`src/rtl/adp_pkg.sv`:
```
package adp_pkg;
    localparam int DW       = 16;
    localparam int NUM_LOC  = 7;

    localparam int OFS_CTL1 = 0;
    localparam int OFS_WCNT = 1;
    localparam int OFS_BADR = 2;
    localparam int OFS_CTL2 = 3;
    localparam int OFS_DBUF = 4;
    localparam int OFS_AEXT = 5;
    localparam int OFS_CTL3 = 6;

    localparam logic [4:0] XFER_FN_MIN = 5'd20;

    localparam int B_IE     = 6;
    localparam int B_TRECLR = 14;
    localparam int B_CLR    = 5;
    localparam int B_MXF    = 9;
    localparam int B_PE     = 13;
    localparam int E_MXF    = 1;
    localparam int E_PGE    = 2;
    localparam int E_PE     = 5;

    typedef enum logic {ST_READY = 1'b0, ST_XFER = 1'b1} ctl_state_t;
endpackage

```
`src/rtl/adp_decode.sv`:
```
module adp_decode #(
    parameter int ADDR_W   = 5,
    parameter int DRV_BASE = 8,
    parameter int NUM_LOC  = 7
) (
    input  logic [ADDR_W-1:0] addr,
    output logic [NUM_LOC-1:0] sel_loc,
    output logic              sel_drv,
    output logic              sel_bad,
    output logic [ADDR_W-1:0] drv_idx
);
    localparam logic [ADDR_W-1:0] BASE_V = ADDR_W'(DRV_BASE);

    genvar g;
    generate
        for (g = 0; g < NUM_LOC; g++) begin : g_sel
            assign sel_loc[g] = (addr == ADDR_W'(g));
        end
    endgenerate

    assign sel_drv = (addr >= BASE_V);
    assign sel_bad = ~sel_drv & ~(|sel_loc);
    assign drv_idx = addr - BASE_V;
endmodule

```
`src/rtl/adp_word_reg.sv`:
```
module adp_word_reg #(
    parameter int          W     = 16,
    parameter logic [15:0] ZMASK = 16'h0000
) (
    input  logic         clk,
    input  logic         rst_n,
    input  logic         clr,
    input  logic         wr,
    input  logic [1:0]   be,
    input  logic [W-1:0] wdata,
    output logic [W-1:0] q
);
    localparam int HALF = W / 2;
    logic [W-1:0] q_r;

    always_ff @(posedge clk or negedge rst_n) begin
        if (!rst_n) begin
            q_r <= '0;
        end else if (clr) begin
            q_r <= '0;
        end else if (wr) begin
            if (be[0]) q_r[HALF-1:0] <= wdata[HALF-1:0];
            if (be[1]) q_r[W-1:HALF] <= wdata[W-1:HALF];
        end
    end

    assign q = q_r & ~ZMASK[W-1:0];
endmodule

```
`src/rtl/adp_ctl_fsm.sv`:
```
module adp_ctl_fsm
    import adp_pkg::*;
(
    input  logic clk,
    input  logic rst_n,
    input  logic clr,
    input  logic start_ok,
    input  logic fin,
    output logic done
);
    ctl_state_t state_q, state_d;

    always_comb begin
        state_d = state_q;
        unique case (state_q)
            ST_READY: if (start_ok) state_d = ST_XFER;
            ST_XFER:  if (clr || fin) state_d = ST_READY;
            default:  state_d = ST_READY;
        endcase
        if (clr) state_d = ST_READY;
    end

    always_ff @(posedge clk or negedge rst_n) begin
        if (!rst_n) state_q <= ST_READY;
        else        state_q <= state_d;
    end

    always_comb begin
        unique case (state_q)
            ST_READY: done = 1'b1;
            ST_XFER:  done = 1'b0;
            default:  done = 1'b1;
        endcase
    end
endmodule

```
`src/rtl/adp_csr_file.sv`:
```
module adp_csr_file
    import adp_pkg::*;
#(
    parameter int ADDR_W   = 5,
    parameter int DRV_BASE = 8
) (
    input  logic              clk,
    input  logic              rst_n,
    input  logic              req_valid,
    input  logic              req_write,
    input  logic [ADDR_W-1:0] req_addr,
    input  logic [1:0]        req_be,
    input  logic [15:0]       req_wdata,
    output logic              rsp_valid,
    output logic [15:0]       rsp_rdata,
    output logic              rsp_err,
    output logic              drv_acc_valid,
    output logic              drv_acc_write,
    output logic [ADDR_W-1:0] drv_acc_idx,
    output logic [15:0]       drv_acc_wdata,
    input  logic [15:0]       drv_rdata,
    output logic              drv_cmd_valid,
    output logic [5:0]        drv_cmd,
    output logic [2:0]        drv_unit,
    input  logic              evt_done,
    output logic              done
);
    localparam int NWREG = 3;
    localparam int WOFS [NWREG] = '{OFS_WCNT, OFS_BADR, OFS_DBUF};

    logic [NUM_LOC-1:0] sel_loc;
    logic sel_drv, sel_bad;
    logic [ADDR_W-1:0] drv_idx;

    adp_decode #(.ADDR_W(ADDR_W), .DRV_BASE(DRV_BASE), .NUM_LOC(NUM_LOC)) u_dec (
        .addr(req_addr), .sel_loc(sel_loc), .sel_drv(sel_drv),
        .sel_bad(sel_bad), .drv_idx(drv_idx)
    );

    logic wr, rd;
    assign wr = req_valid & req_write;
    assign rd = req_valid & ~req_write;

    logic ctl1_lo_wr, ctl1_hi_wr, ctl2_lo_wr, ctl2_hi_wr, aext_wr, ctl3_wr;
    logic is_xfer, accept, reject, fwd, clr_ctl, tre_clr;

    assign ctl1_lo_wr = wr & sel_loc[OFS_CTL1] & req_be[0];
    assign ctl1_hi_wr = wr & sel_loc[OFS_CTL1] & req_be[1];
    assign clr_ctl    = wr & sel_loc[OFS_CTL2] & req_be[0] & req_wdata[B_CLR];
    assign ctl2_lo_wr = wr & sel_loc[OFS_CTL2] & req_be[0] & ~req_wdata[B_CLR];
    assign ctl2_hi_wr = wr & sel_loc[OFS_CTL2] & req_be[1] & ~clr_ctl;
    assign aext_wr    = wr & sel_loc[OFS_AEXT] & req_be[0];
    assign ctl3_wr    = wr & sel_loc[OFS_CTL3] & req_be[0];

    assign is_xfer = req_wdata[0] & (req_wdata[5:1] >= XFER_FN_MIN);
    assign accept  = ctl1_lo_wr & is_xfer & done;
    assign reject  = ctl1_lo_wr & is_xfer & ~done;
    assign fwd     = ctl1_lo_wr & ~reject;
    assign tre_clr = ctl1_hi_wr & req_wdata[B_TRECLR];

    adp_ctl_fsm u_fsm (
        .clk(clk), .rst_n(rst_n), .clr(clr_ctl),
        .start_ok(accept), .fin(evt_done), .done(done)
    );

    // word-wide data registers, one per generate slot
    logic [15:0] wq [NWREG];
    genvar g;
    generate
        for (g = 0; g < NWREG; g++) begin : g_wreg
            localparam logic [15:0] ZM = (WOFS[g] == OFS_BADR) ? 16'h0001 : 16'h0000;
            adp_word_reg #(.W(DW), .ZMASK(ZM)) u_reg (
                .clk(clk), .rst_n(rst_n), .clr(clr_ctl),
                .wr(wr & sel_loc[WOFS[g]]), .be(req_be),
                .wdata(req_wdata), .q(wq[g])
            );
        end
    endgenerate

    logic [7:0] err_q, err_d;
    logic       sc_q, sc_d;
    logic [5:0] aext_q, aext_d;
    logic       ie_q, ie_d;
    logic [3:0] ipck_q, ipck_d;
    logic [4:0] c2_q, c2_d;

    always_comb begin
        err_d  = err_q;
        sc_d   = sc_q;
        aext_d = aext_q;
        ie_d   = ie_q;
        ipck_d = ipck_q;
        c2_d   = c2_q;
        if (tre_clr || accept) err_d = '0;
        if (ctl2_hi_wr) begin
            if (req_wdata[B_MXF] && !err_q[E_MXF]) sc_d = 1'b1;
            if (req_wdata[B_PE]  && !err_q[E_PE])  sc_d = 1'b1;
            err_d[E_MXF] = req_wdata[B_MXF];
            err_d[E_PE]  = req_wdata[B_PE];
        end
        if (reject) err_d[E_PGE] = 1'b1;
        if (ctl2_lo_wr) c2_d = req_wdata[4:0];
        if (aext_wr) aext_d = req_wdata[5:0];
        if (ctl1_hi_wr && done) aext_d[1:0] = req_wdata[9:8];
        if (ctl1_lo_wr || ctl3_wr) ie_d = req_wdata[B_IE];
        if (ctl3_wr) ipck_d = req_wdata[3:0];
        if (clr_ctl) begin
            err_d = '0; sc_d = 1'b0; aext_d = '0;
            ie_d = 1'b0; ipck_d = '0; c2_d = '0;
        end
    end

    always_ff @(posedge clk or negedge rst_n) begin
        if (!rst_n) begin
            err_q <= '0; sc_q <= 1'b0; aext_q <= '0;
            ie_q <= 1'b0; ipck_q <= '0; c2_q <= '0;
            drv_cmd_valid <= 1'b0; drv_cmd <= '0;
        end else begin
            err_q <= err_d; sc_q <= sc_d; aext_q <= aext_d;
            ie_q <= ie_d; ipck_q <= ipck_d; c2_q <= c2_d;
            drv_cmd_valid <= fwd;
            if (fwd) drv_cmd <= req_wdata[5:0];
        end
    end

    logic tre, sc;
    assign tre = |err_q;
    assign sc  = tre | sc_q;

    logic [15:0] rmux;
    always_comb begin
        rmux = '0;
        if (sel_drv) rmux = drv_rdata;
        else if (sel_loc[OFS_CTL1]) rmux = {sc, tre, 4'b0, aext_q[1:0], done, ie_q, 6'b0};
        else if (sel_loc[OFS_WCNT]) rmux = wq[0];
        else if (sel_loc[OFS_BADR]) rmux = wq[1];
        else if (sel_loc[OFS_CTL2]) rmux = {err_q, 2'b11, 1'b0, c2_q};
        else if (sel_loc[OFS_DBUF]) rmux = wq[2];
        else if (sel_loc[OFS_AEXT]) rmux = {10'b0, aext_q};
        else if (sel_loc[OFS_CTL3]) rmux = {9'b0, ie_q, 2'b0, ipck_q};
    end

    always_ff @(posedge clk or negedge rst_n) begin
        if (!rst_n) begin
            rsp_valid <= 1'b0; rsp_err <= 1'b0; rsp_rdata <= '0;
        end else begin
            rsp_valid <= req_valid;
            rsp_err   <= req_valid & sel_bad;
            rsp_rdata <= (rd && !sel_bad) ? rmux : 16'h0000;
        end
    end

    assign drv_acc_valid = req_valid & sel_drv;
    assign drv_acc_write = req_write;
    assign drv_acc_idx   = drv_idx;
    assign drv_acc_wdata = req_wdata;
    assign drv_unit      = c2_q[2:0];
endmodule

```
`config.mk`:
```
export PLATFORM = sky130hd
export DESIGN_NAME = adp_csr_file
export DESIGN_NICKNAME = d
export VERILOG_FILES = /design/src/rtl/adp_pkg.sv /design/src/rtl/adp_decode.sv /design/src/rtl/adp_word_reg.sv /design/src/rtl/adp_ctl_fsm.sv /design/src/rtl/adp_csr_file.sv
export SDC_FILE = /design/constraint.sdc
export NUM_CORES = 1
export LEC_CHECK = 0
export BUFFER_PORTS_ARGS = -buffer_cell sky130_fd_sc_hd__buf_2
export CAP_MARGIN = 30
export CELL_PAD_IN_SITES_DETAIL_PLACEMENT = 1
export CELL_PAD_IN_SITES_GLOBAL_PLACEMENT = 2
export CORE_ASPECT_RATIO = 1.25
export CORE_MARGIN = 5
export CORE_UTILIZATION = 31
export DETAILED_ROUTE_END_ITERATION = 10
export PLACE_DENSITY_LB_ADDON = 0.08
export SYNTH_ARGS = -nofsm -noshare
export SYNTH_HDL_FRONTEND = slang
export SYNTH_SLANG_ARGS = --single-unit
```
`constraint.sdc`:
```
create_clock -name clk -period 1.25 [get_ports clk]
set_input_delay 0.0625 -clock clk [delete_from_list [all_inputs] [get_ports clk]]
set_output_delay 0.0625 -clock clk [all_outputs]
set_load 0.05 [all_outputs]
```
======== After elaboration in Yosys (flattened, before gate mapping) ========
Index checks and enable logic that the tools add are counted.
storage, ports and cells
  input port bits ......................... 44
  output and inout port bits .............. 52
  flip-flop bits (word level) ............. 99
  logic and storage cells ................. 141
operators by class
  mux-type cells .......................... 40
  add/subtract/negate cells ............... 1
  reductions and logical operators ........ 35
  magnitude comparators ................... 2
  eq/ne operators ......................... 6
  bitwise logic cells ..................... 36
operators by type and width
  cell                                                                   count
  16-bit two-way mux                                                     13
  8-bit two-way mux                                                      4
  1-bit AND                                                              27
  2-bit nonzero test                                                     11
  5-bit by 3-bit equality test with 1-bit output, second input constant  3
  7-bit two-way mux                                                      2
  2-bit AND reduction                                                    7
  1-bit two-way mux                                                      12
  6-bit two-way mux                                                      2
  3-bit nonzero test                                                     4
  5-bit by 2-bit equality test with 1-bit output, second input constant  2
  5-bit two-way mux                                                      2
  4-bit two-way mux                                                      2
  1-bit inverter                                                         8
  8-bit OR reduction                                                     1
  7-bit OR reduction                                                     1
  5-bit by 1-bit equality test with 1-bit output, second input constant  1
  5-bit by 4-bit >= comparator with 1-bit output, second input constant  1
  5-bit >= comparator, second input constant                             1
  5-bit logical NOT                                                      1
  5-bit by 4-bit subtractor with 5-bit output, second input constant     1
  1-bit logical AND                                                      4
  1-bit case mux with 2 select lines                                     2
  1-bit logical NOT                                                      3
  3 further kinds                                                        5

======== Longest topological paths before layout ========
Gate-level depths: netlist of run 1.
  word-level depth ........................ 10
  gate-level depth with buffers ........... 8
  gate-level depth less buffers ........... 7

======== Cells and area by module ========
From an unflattened synthesis of run 1, not the netlist that was laid out.
second synthesis, totals
  cells, all modules ...................... 537
  area total of the unflattened synthesis .. 5277.6 sq um
by module, submodules not included
  module                              seq. area each (sq um)  cells each  times used  area an instance (sq um)
  adp_csr_file                        1126.1                  295         1           2678.8
  adp_word_reg (g_wreg[0].u_reg ...)  400.4                   73          2           815.8
  adp_word_reg (g_wreg[1].u_reg)      375.4                   69          1           748.2
  adp_decode                          0.0                     23          1           178.9
  adp_ctl_fsm                         25.0                    4           1           40.0

======== Least setup slack after synthesis of run 1 ========
Ideal clock, no wire load.
  kind .................................... input -> output
  start ................................... input port req_addr[3]
  end ..................................... output port drv_acc_valid
  stages .................................. 6
  data arrival time ....................... 1612 ps
  path buffers ............................ 1
  slack ................................... -424 ps
  cells stage by stage .................... buf_6 inv_1 ha_1 inv_1 a21oi_1 nor2_1
on the way
  word-level cells in the longest chain between the ends .. 2
ends and longest elaborated chain
  item                                            line                 text
  from (decl)                                     adp_csr_file.sv:11   input logic [ADDR_W-1:0] req_addr,
  5-bit by 4-bit >= comparator with 1-bit output  adp_decode.sv:21     assign sel_drv = (addr >= BASE_V);
  1-bit AND                                       adp_csr_file.sv:153  assign drv_acc_valid = req_valid & sel_drv;
  to (decl)                                       adp_csr_file.sv:17   output logic drv_acc_valid,
No other way between the ends.

======== Worst setup path in the final report of run 1 ========
  start ................................... register u_fsm.state_q
  end ..................................... register err_q[1]
on the way
  word-level cells in the longest chain between the ends .. 5
ends and longest elaborated chain
  item                                   line                 text
  from (decl)                            adp_ctl_fsm.sv:11    ctl_state_t state_q, state_d;
  from (signal assigned)                 adp_ctl_fsm.sv:25    else state_q <= state_d;
  1-bit inverter                         adp_ctl_fsm.sv:29    unique case (state_q)
  1-bit case mux with 2 select lines *   adp_ctl_fsm.sv:29
  1-bit AND *                            adp_csr_file.sv:56   assign accept = ctl1_lo_wr & is_xfer & done;
  1-bit logical OR *                     adp_csr_file.sv:94   if (tre_clr || accept) err_d = '0;
  3-bit nonzero test (no source line) *  -
  to (signal assigned)                   adp_csr_file.sv:115  err_q <= '0; sc_q <= 1'b0; aext_q <= '0;
  to (signal assigned)                   adp_csr_file.sv:119  err_q <= err_d; sc_q <= sc_d; aext_q <= aext_d;
  to (decl)                              adp_csr_file.sv:80   logic [7:0] err_q, err_d;
Every way passes the cells marked *; elsewhere a longest branch is shown, timed or not.
A chain may end at the register's enable or synchronous reset.

==> results of run 1 <==
==> sequential cells by signal (all words and copies together), names as in the netlist, 3 cells and up <==
register	count
rsp_rdata	16
err_q	3
g_wreg.u_reg.q	32
g_wreg.u_reg.q_r	15
drv_cmd	6
c2_q	5
aext_q	6
ipck_q	4
==> per-layer routing <==
layer,share of wire,vias to the layer above,wire [um],global-route usage
met5,0,-,0,0
met4,0.030,0,546,0.0871
met3,0.029,27,529,0.0256
met2,0.55,77,9850,0.384
met1,0.39,2238,7090,0.243
li1,-,2083,-,-
==> area by class of cell <==
| type | count | area [um2] |
|---|---|---|
| clock buffer | 10 | 239 |
| clock inverter | 6 | 46.3 |
| fill | 1731 | 8050 |
| inverter | 15 | 66.3 |
| multi-input combinational | 319 | 2230 |
| sequential | 93 | 2330 |
| tap | 182 | 228 |
| timing repair buffer | 229 | 1700 |
==> cells in the final DEF (no fill, tap or decap), types with 9 or more instances in the layout <==
| cell type | instances |
|---|---|
| buf_12 | 10 |
| a22oi_1 | 10 |
| nand3_1 | 13 |
| buf_4 | 108 |
| nor2_1 | 24 |
| nand2_1 | 60 |
| inv_1 | 10 |
| dlygate4sd3_1 | 17 |
| dfrtp_1 | 91 |
| mux2i_1 | 12 |
| a22o_1 | 27 |
| o21ai_0 | 32 |
| a21oi_1 | 19 |
| buf_2 | 87 |
| clkbuf_16 | 9 |
==> power breakdown <==
group	leakage (uW)	internal (uW)	switching, uW
combinational	0.00196	647	985
sequential	0.00125	3270	188
clock	0.000135	1420	1260
==> kinds of logic after synthesis <==
group	share of synthesized area
AO/OA/AOI/OAI	0.212
multiplexers	0.0492
AND/OR/NAND/NOR	0.160
buffers and inverters	0.0788
adder cells (fa/ha/maj)	0.00267
flip-flops	0.497
==> worst max-delay path by stage <==
| stage | from | cells past startpoint | to |
|---|---|---|---|
| after floorplan | u_fsm.state_q$_DFF_PN0_ | 3 | drv_cmd[0]$_DFFE_PN0P_ |
| after global routing | err_q[1]$_DFFE_PN0P_ | 5 | rsp_rdata[15]$_DFF_PN0_ |
| after global placement | err_q[1]$_DFFE_PN0P_ | 5 | rsp_rdata[15]$_DFF_PN0_ |
| after CTS | err_q[5]$_DFFE_PN0P_ | 5 | rsp_rdata[15]$_DFF_PN0_ |
| after detailed placement | req_addr[2] | 7 | g_wreg[2].u_reg.q[10]$_DFFE_PN0P_ |
| final | u_fsm.state_q$_DFF_PN0_ | 4 | err_q[1]$_DFFE_PN0P_ |
==> per-stage QoR <==
stage | utilization | hold slack [ns] | TNS (ns)
after floorplan | - | -0.233 | -3.39
after global placement | 0.409 | 0.0182 | -17.69
after detailed placement | 0.409 | 0.0264 | -20.14
after CTS | 0.450 | 0.0107 | -0.564
after global routing | 0.459 | 0.0236 | -1.19
final | 0.459 | 0.0125 | -0.629
==> repair_timing <==
action                     4_1_cts  5_1_grt
cloned                           0        0
setup buffers                    6        8
hold buffers                    17        0
pin swaps                       12       10
setup endpoints to repair       20       33
hold endpoints to repair        67        0
gates resized for setup         33       24
==> critical path, cell delays in order, from the launching register on <==
cell and delay (ns):
dfrtp_2 0.46, o32ai_2 0.28, nand3_1 0.14, o31a_1 0.14
a22o_1 0.21
==> synth_stat cells, types with 3 or more instances <==
cell,count,share of area
buf_2,16,0.017
o211ai_1,6,0.0096
clkbuf_1,7,0.0056
buf_6,3,0.0072
and3_1,3,0.0040
a22o_1,27,0.051
a32oi_1,4,0.0075
nand2_1,65,0.052
nand2b_1,6,0.0080
mux2i_1,14,0.030
nor3_4,3,0.010
a221oi_1,3,0.0056
inv_1,15,0.012
mux2_2,8,0.019
nor3_1,9,0.0096
nor2b_1,3,0.0040
a2bb2oi_1,3,0.0056
o22ai_1,5,0.0067
a21oi_1,28,0.030
o21ai_0,38,0.041
nand3_1,13,0.014
or3_1,3,0.0040
dfrtp_1,93,0.50
nor2_1,27,0.022
a211oi_1,4,0.0064
a31oi_1,3,0.0040
a22oi_1,10,0.016
nor3_2,3,0.0064
nand4_1,5,0.0067
buf_4,23,0.037
==> reports/summary.md, run 1 <==
## STA
* **post-route minimum period** 1.34 ns
* **Fin. Hold Viols** 0
* **final setup slack of the worst path** -0.0919 ns
* **final-report setup violation count** 10
* **fraction of the cycle the final worst path needs** 1.07
* **unrepaired setup endpoints after global routing** true
* **highest clock frequency the design can meet** 0.745 GHz
* **Worst Clk Skew** 0.00551 ns
* **worst slew margin relative to its limit** 0.694
* **Slew Limit Fails** 0
* **pin slew with the least headroom to its limit** 0.459 ns

## Placed design
* **cell total after placement** 808
* **placed wire-length estimate** 14.0 mm
* **placement-stage worst setup slack** -0.370 ns
* **quantity of I/O buffers inserted on ports** 95
* **Routability Congestion** 0.815
* **total cell area at the placement stage** 0.00609 mm2

## Critical path
* **data required time of the worst path** 1.49 ns
* **class of the most critical setup path** reg -> reg
* **launching point of the worst reg2reg path** u_fsm.state_q$_DFF_PN0_
* **Arr. time, crit path** 1.58 ns
* **R2R cell count** 4
* **type of element capturing the critical path** register
* **Worst R2R End** err_q[1]$_DFFE_PN0P_
* **type of origin of the critical path** register
* **Register-to-Register Setup Slack** -0.09 ns
* **maximum net fanout on the critical path** 5

## Job
* **Max-Cap Viols** 0

## Route
* **number of vias per cell** 5.18
* **number of remaining DRC errors** 0
* **DRT Pass-1 Iters** 4
* **wire length per cell after detailed routing** 21.1 um
* **post-route antenna net violation count** 0
* **number of violations reported at the end of detailed-routing iteration 0** 180
* **routed via count** 4,425
* **Total Wirelength** 18.0 mm

## Logic synthesis
* **syn nets** 521
* **synthesized area divided by synthesized cell count** 9.84 um2
* **portion of the post-synthesis area used by sequential elements** 0.497
* **summed instance area of the synthesized netlist** 0.00468 mm2
* **Post-Syn Instances** 476
* **fraction of registers with async set/reset** 1.00
* **Seq cells post-synth** 93
* **warning count from the yosys run** 0
* **number of enable-type register cells in the synthesized netlist** 0
* **Cell variety after synth** 52
* **commonest register cell after synthesis** dfrtp_1

## Die
* **Initial Util** 0.314
* **DIE AREA** 0.0177 mm2
* **Die Ht** 147 um
* **die outline width** 120 um
* **placeable core area** 0.0149 mm2
* **row count** 50
* **number of top-level design ports** 96

## Finish
* **number of non-filler instances in the completed layout** 854
* **share of post-route cells with drive strength above 1** 0.430
* **final layout net count** 712
* **Antenna diodes** 0
* **area growth from synthesis to layout** 46.1%
* **fin area** 0.00684 mm2

## Global routing
* **via count of the first global-routing pass** 4,804
* **wire length of the first global-routing pass** 28.0 mm
* **largest net degree at the start of global routing** 39
* **All-Layer GR Usage** 0.209
* **total overflow reported by the global router** 0
* **antenna violations before repair** 0

## Clock tree
* **total clock buffers created by CTS** 9
* **clock tree root buffer cell** clkbuf_16
* **Clock Path Buffers** 2
* **clock-pin slew on the worst setup and hold paths** 0.07 ns
* **clock latency of the later-clocked register in the worst-skew pair** 0.35 ns
* **maximum level of the CTS H-tree** 3
* **CTS sink count** 93
* **TritonCTS clock tree** yes

## Power
* **peak ir drop on the vdd network** 0.000518 V
* **overall power after layout** 7770 uW
* **Leakage** 0.00334 uW
* **cell area power density** 1140 mW/mm2

## Min path
* **worst min-delay path endpoint** rsp_rdata[10]$_DFF_PN0_
* **min-delay src** drv_rdata[10]
* **Worst Hold Path Cells** 3
* **worst hold-check path type** in -> reg

## Run status
* **status** finished with violations
* **failing checks** negative setup slack

No activity file was read; power rests on OpenSTA's default activity.
==> inputs of run 2 (changes only) <==
- ABC_AREA: not set -> 1
- CORE_UTILIZATION: 31 -> 29
- REMOVE_ABC_BUFFERS: not set -> 1
==> reports/summary.md, run 2 <==
## Finish
* **share of post-route cells with drive strength above 1** 0.321
* **multi-input combinational cell area** 0.00192 mm2
* **max reg flops** 32
* **most common cell after layout, fill and taps aside** nand2_1
* **area growth from synthesis to layout** 39.7%
* **Post-Route Utilization** 0.414
* **commonest non-fill, non-tap cells in the layout** nand2_1 (179), dfrtp_1 (93), buf_2 (91), buf_4 (64), o21ai_1 (51)
* **flip-flop and latch area** 0.00233 mm2
* **Filler Cells Inserted** 1,948
* **final layout net count** 791
* **Antenna diodes** 0

## Route
* **DRT Pass-1 Iters** 4
* **routed via count** 4,439
* **number of remaining DRC errors** 0
* **highest metal layer with signal wires** met4
* **met2 wire length** 8.75 mm
* **routed length on met1** 7.07 mm
* **Total Wirelength** 16.7 mm
* **number of vias per cell** 4.61
* **routed length on met3** 602 um
* **number of violations reported at the end of detailed-routing iteration 0** 174
* **wire length per cell after detailed routing** 17.3 um
* **post-route antenna net violation count** 0

## Power
* **cell area power density** 1180 mW/mm2
* **Comb pwr share** 0.187
* **P_sw** 2340 uW
* **Leakage** 0.00344 uW
* **switch share** 0.307
* **clock share of power** 0.357
* **part of the total power dissipated in sequential elements** 0.456
* **peak ir drop on the vdd network** 0.000559 V
* **cell-internal power** 5290 uW

## Logic synthesis
* **Cell variety after synth** 31
* **Post-Syn Instances** 578
* **Area contributors post-synth** dfrtp_1 (50%), nand2_1 (15%), o21ai_1 (5.5%), buf_4 (3.7%), a21oi_1 (3.3%)
* **portion of the post-synthesis area used by sequential elements** 0.501
* **summed instance area of the synthesized netlist** 0.00465 mm2
* **Seq cells post-synth** 93
* **most repeated cell in the gate-level netlist after synthesis** nand2_1
* **number of enable-type register cells in the synthesized netlist** 0
* **warning count from the yosys run** 0
* **most frequent cells after synthesis** nand2_1 (180), dfrtp_1 (93), o21ai_1 (51)
* **fraction of registers with async set/reset** 1.00
* **Yosys top cell area share** 0.501
* **synthesized area divided by synthesized cell count** 8.04 um2
* **commonest register cell after synthesis** dfrtp_1
* **cell taking the most area after synthesis** dfrtp_1

## Min path
* **worst hold-check path type** in -> reg
* **min-delay src** drv_rdata[0]

## Critical path
* **launching point of the worst reg2reg path** err_q[2]$_DFFE_PN0P_
* **dominant delay contributor by cell family on the critical path** simple AND/OR/NAND/NOR gates
* **maximum net fanout on the critical path** 10
* **type of origin of the critical path** input port
* **crit path cell chain** buf_2 > nor2_4 > nand4_1 > buf_4 > buf_4 > or2_2 > o21ai_0 > nand2_1 > nand2_1 > a21oi_1
* **Crit path depth** 10
* **last element of the critical path** rsp_rdata[1]$_DFF_PN0_
* **CP Launch Point** req_addr[3]
* **R2R cell count** 4
* **data required time of the worst path** 1.48 ns
* **number of buffer and inverter stages on the critical path** 3
* **Register-to-Register Setup Slack** 0.09 ns
* **class of the most critical setup path** in -> reg
* **Arr. time, crit path** 1.41 ns
* **Slowest cell on crit path** or2_2
* **Worst R2R End** rsp_rdata[15]$_DFF_PN0_
* **stage delay of the slowest cell on the critical path** 0.26 ns
* **type of element capturing the critical path** register

## Clock tree
* **CTS sink count** 93
* **maximum level of the CTS H-tree** 3
* **total clock buffers created by CTS** 9
* **clock latency of the later-clocked register in the worst-skew pair** 0.35 ns
* **TritonCTS clock tree** yes
* **Clock Path Buffers** 2
* **clock-pin slew on the worst setup and hold paths** 0.07 ns
* **clock tree root buffer cell** clkbuf_16

## Die
* **Initial Util** 0.296
* **number of top-level design ports** 96
* **placeable core area** 0.0157 mm2
* **row count** 51
* **Die Ht** 152 um
* **die outline width** 123 um
* **DIE AREA** 0.0187 mm2

## STA
* **post-route worst hold slack** 0.00726 ns
* **worst slew margin relative to its limit** 0.738
* **post-route minimum period** 1.18 ns
* **unrepaired setup endpoints after global routing** true
* **Worst Clk Skew** 0.00615 ns
* **highest clock frequency the design can meet** 0.847 GHz
* **Slew Limit Fails** 0
* **final-report setup violation count** 0
* **Fin. Hold Viols** 0
* **pin slew with the least headroom to its limit** 0.393 ns
* **fraction of the cycle the final worst path needs** 0.944

## Global routing
* **largest net degree at the start of global routing** 35
* **wire length of the first global-routing pass** 26.2 mm
* **All-Layer GR Usage** 0.187
* **total overflow reported by the global router** 0
* **antenna violations before repair** 0
* **via count of the first global-routing pass** 4,710

## Placed design
* **Routability Congestion** 0.828
* **placed wire-length estimate** 12.5 mm
* **quantity of I/O buffers inserted on ports** 95

## Job
* **Max-Cap Viols** 0

## Run status
* **status** finished clean

[run 2: metal layers]
metal / vias to the layer above / GRT usage
li1: 2181 / -
met1: 2165 / 0.232
met2: 81 / 0.331
met3: 12 / 0.0345
met4: 0 / 0.0476
met5: - / 0
[run 2: through the flow]
stage / cells / cell area [um2] / power (uW) / setup TNS [ns] / worst slack, ns
global placement: 917 / 5830 / 4850 / -22.11 / -0.310
CTS: 957 / 6370 / 7700 / 0 / 0.000841
floorplan: 538 / 4380 / 4140 / -36.14 / -0.524
global route: 963 / 6490 / 8010 / -0.0842 / -0.0452
detailed placement: 917 / 5830 / 4900 / -29.26 / -0.407
finish: 963 / 6490 / 7630 / 0 / 0.0698
[run 2: layout make-up]
| type | instances | share of cell area |
|---|---|---|
| Timing Repair Buffer | 196 | 0.229 |
| Multi-Input combinational cell | 391 | 0.296 |
| Inverter | 55 | 0.0322 |
| Sequential cell | 93 | 0.358 |
| Clock inverter | 5 | 0.00520 |
| Clock buffer | 11 | 0.0389 |
| Tap cell | 212 | 0.0408 |
[run 2: repair_timing]
item / in CTS / in global routing
endpoints found under the hold margin: 69 / 0
gates resized for setup: 4 / 25
cloned: 0 / 1
pin swaps: 1 / 10
endpoints found under the setup margin: 16 / 34
hold buffers: 23 / 0
setup buffers: 1 / 5
[run 2: logic make-up after synthesis]
| kind of cell | Yosys count | share of synthesized area |
|---|---|---|
| AOI/OAI and AO/OA | 120 | 0.143 |
| adders and majority gates | 1 | 0.00269 |
| buffers and inverters | 95 | 0.103 |
| DFF | 93 | 0.501 |
| and+or+nand+nor | 269 | 0.251 |
[run 2: how the worst min path moves through the flow]
stage | to | cells past startpoint
final | rsp_rdata[0]$_DFF_PN0_ | 3
after CTS | rsp_rdata[0]$_DFF_PN0_ | 3
after global placement | drv_cmd_valid$_DFF_PN0_ | 1
after floorplan | aext_q[0]$_DFFE_PN0P_ | 0
after global routing | rsp_rdata[0]$_DFF_PN0_ | 3
after detailed placement | drv_cmd_valid$_DFF_PN0_ | 1
[run 2: worst min-delay path, cell delays in order]
cell	delay, ns
buf_2	0.10
nand2_1	0.08
a21oi_1	0.07
[run 2: power by group through the flow]
stage / Sequential, uW / Combinational (uW) / Clock [uW]
after floorplan: 3660 / 479 / 0
final: 3480 / 1430 / 2720
after detailed placement: 3540 / 1360 / 0
after CTS: 3480 / 1430 / 2800
after global routing: 3510 / 1580 / 2920
after global placement: 3520 / 1330 / 0
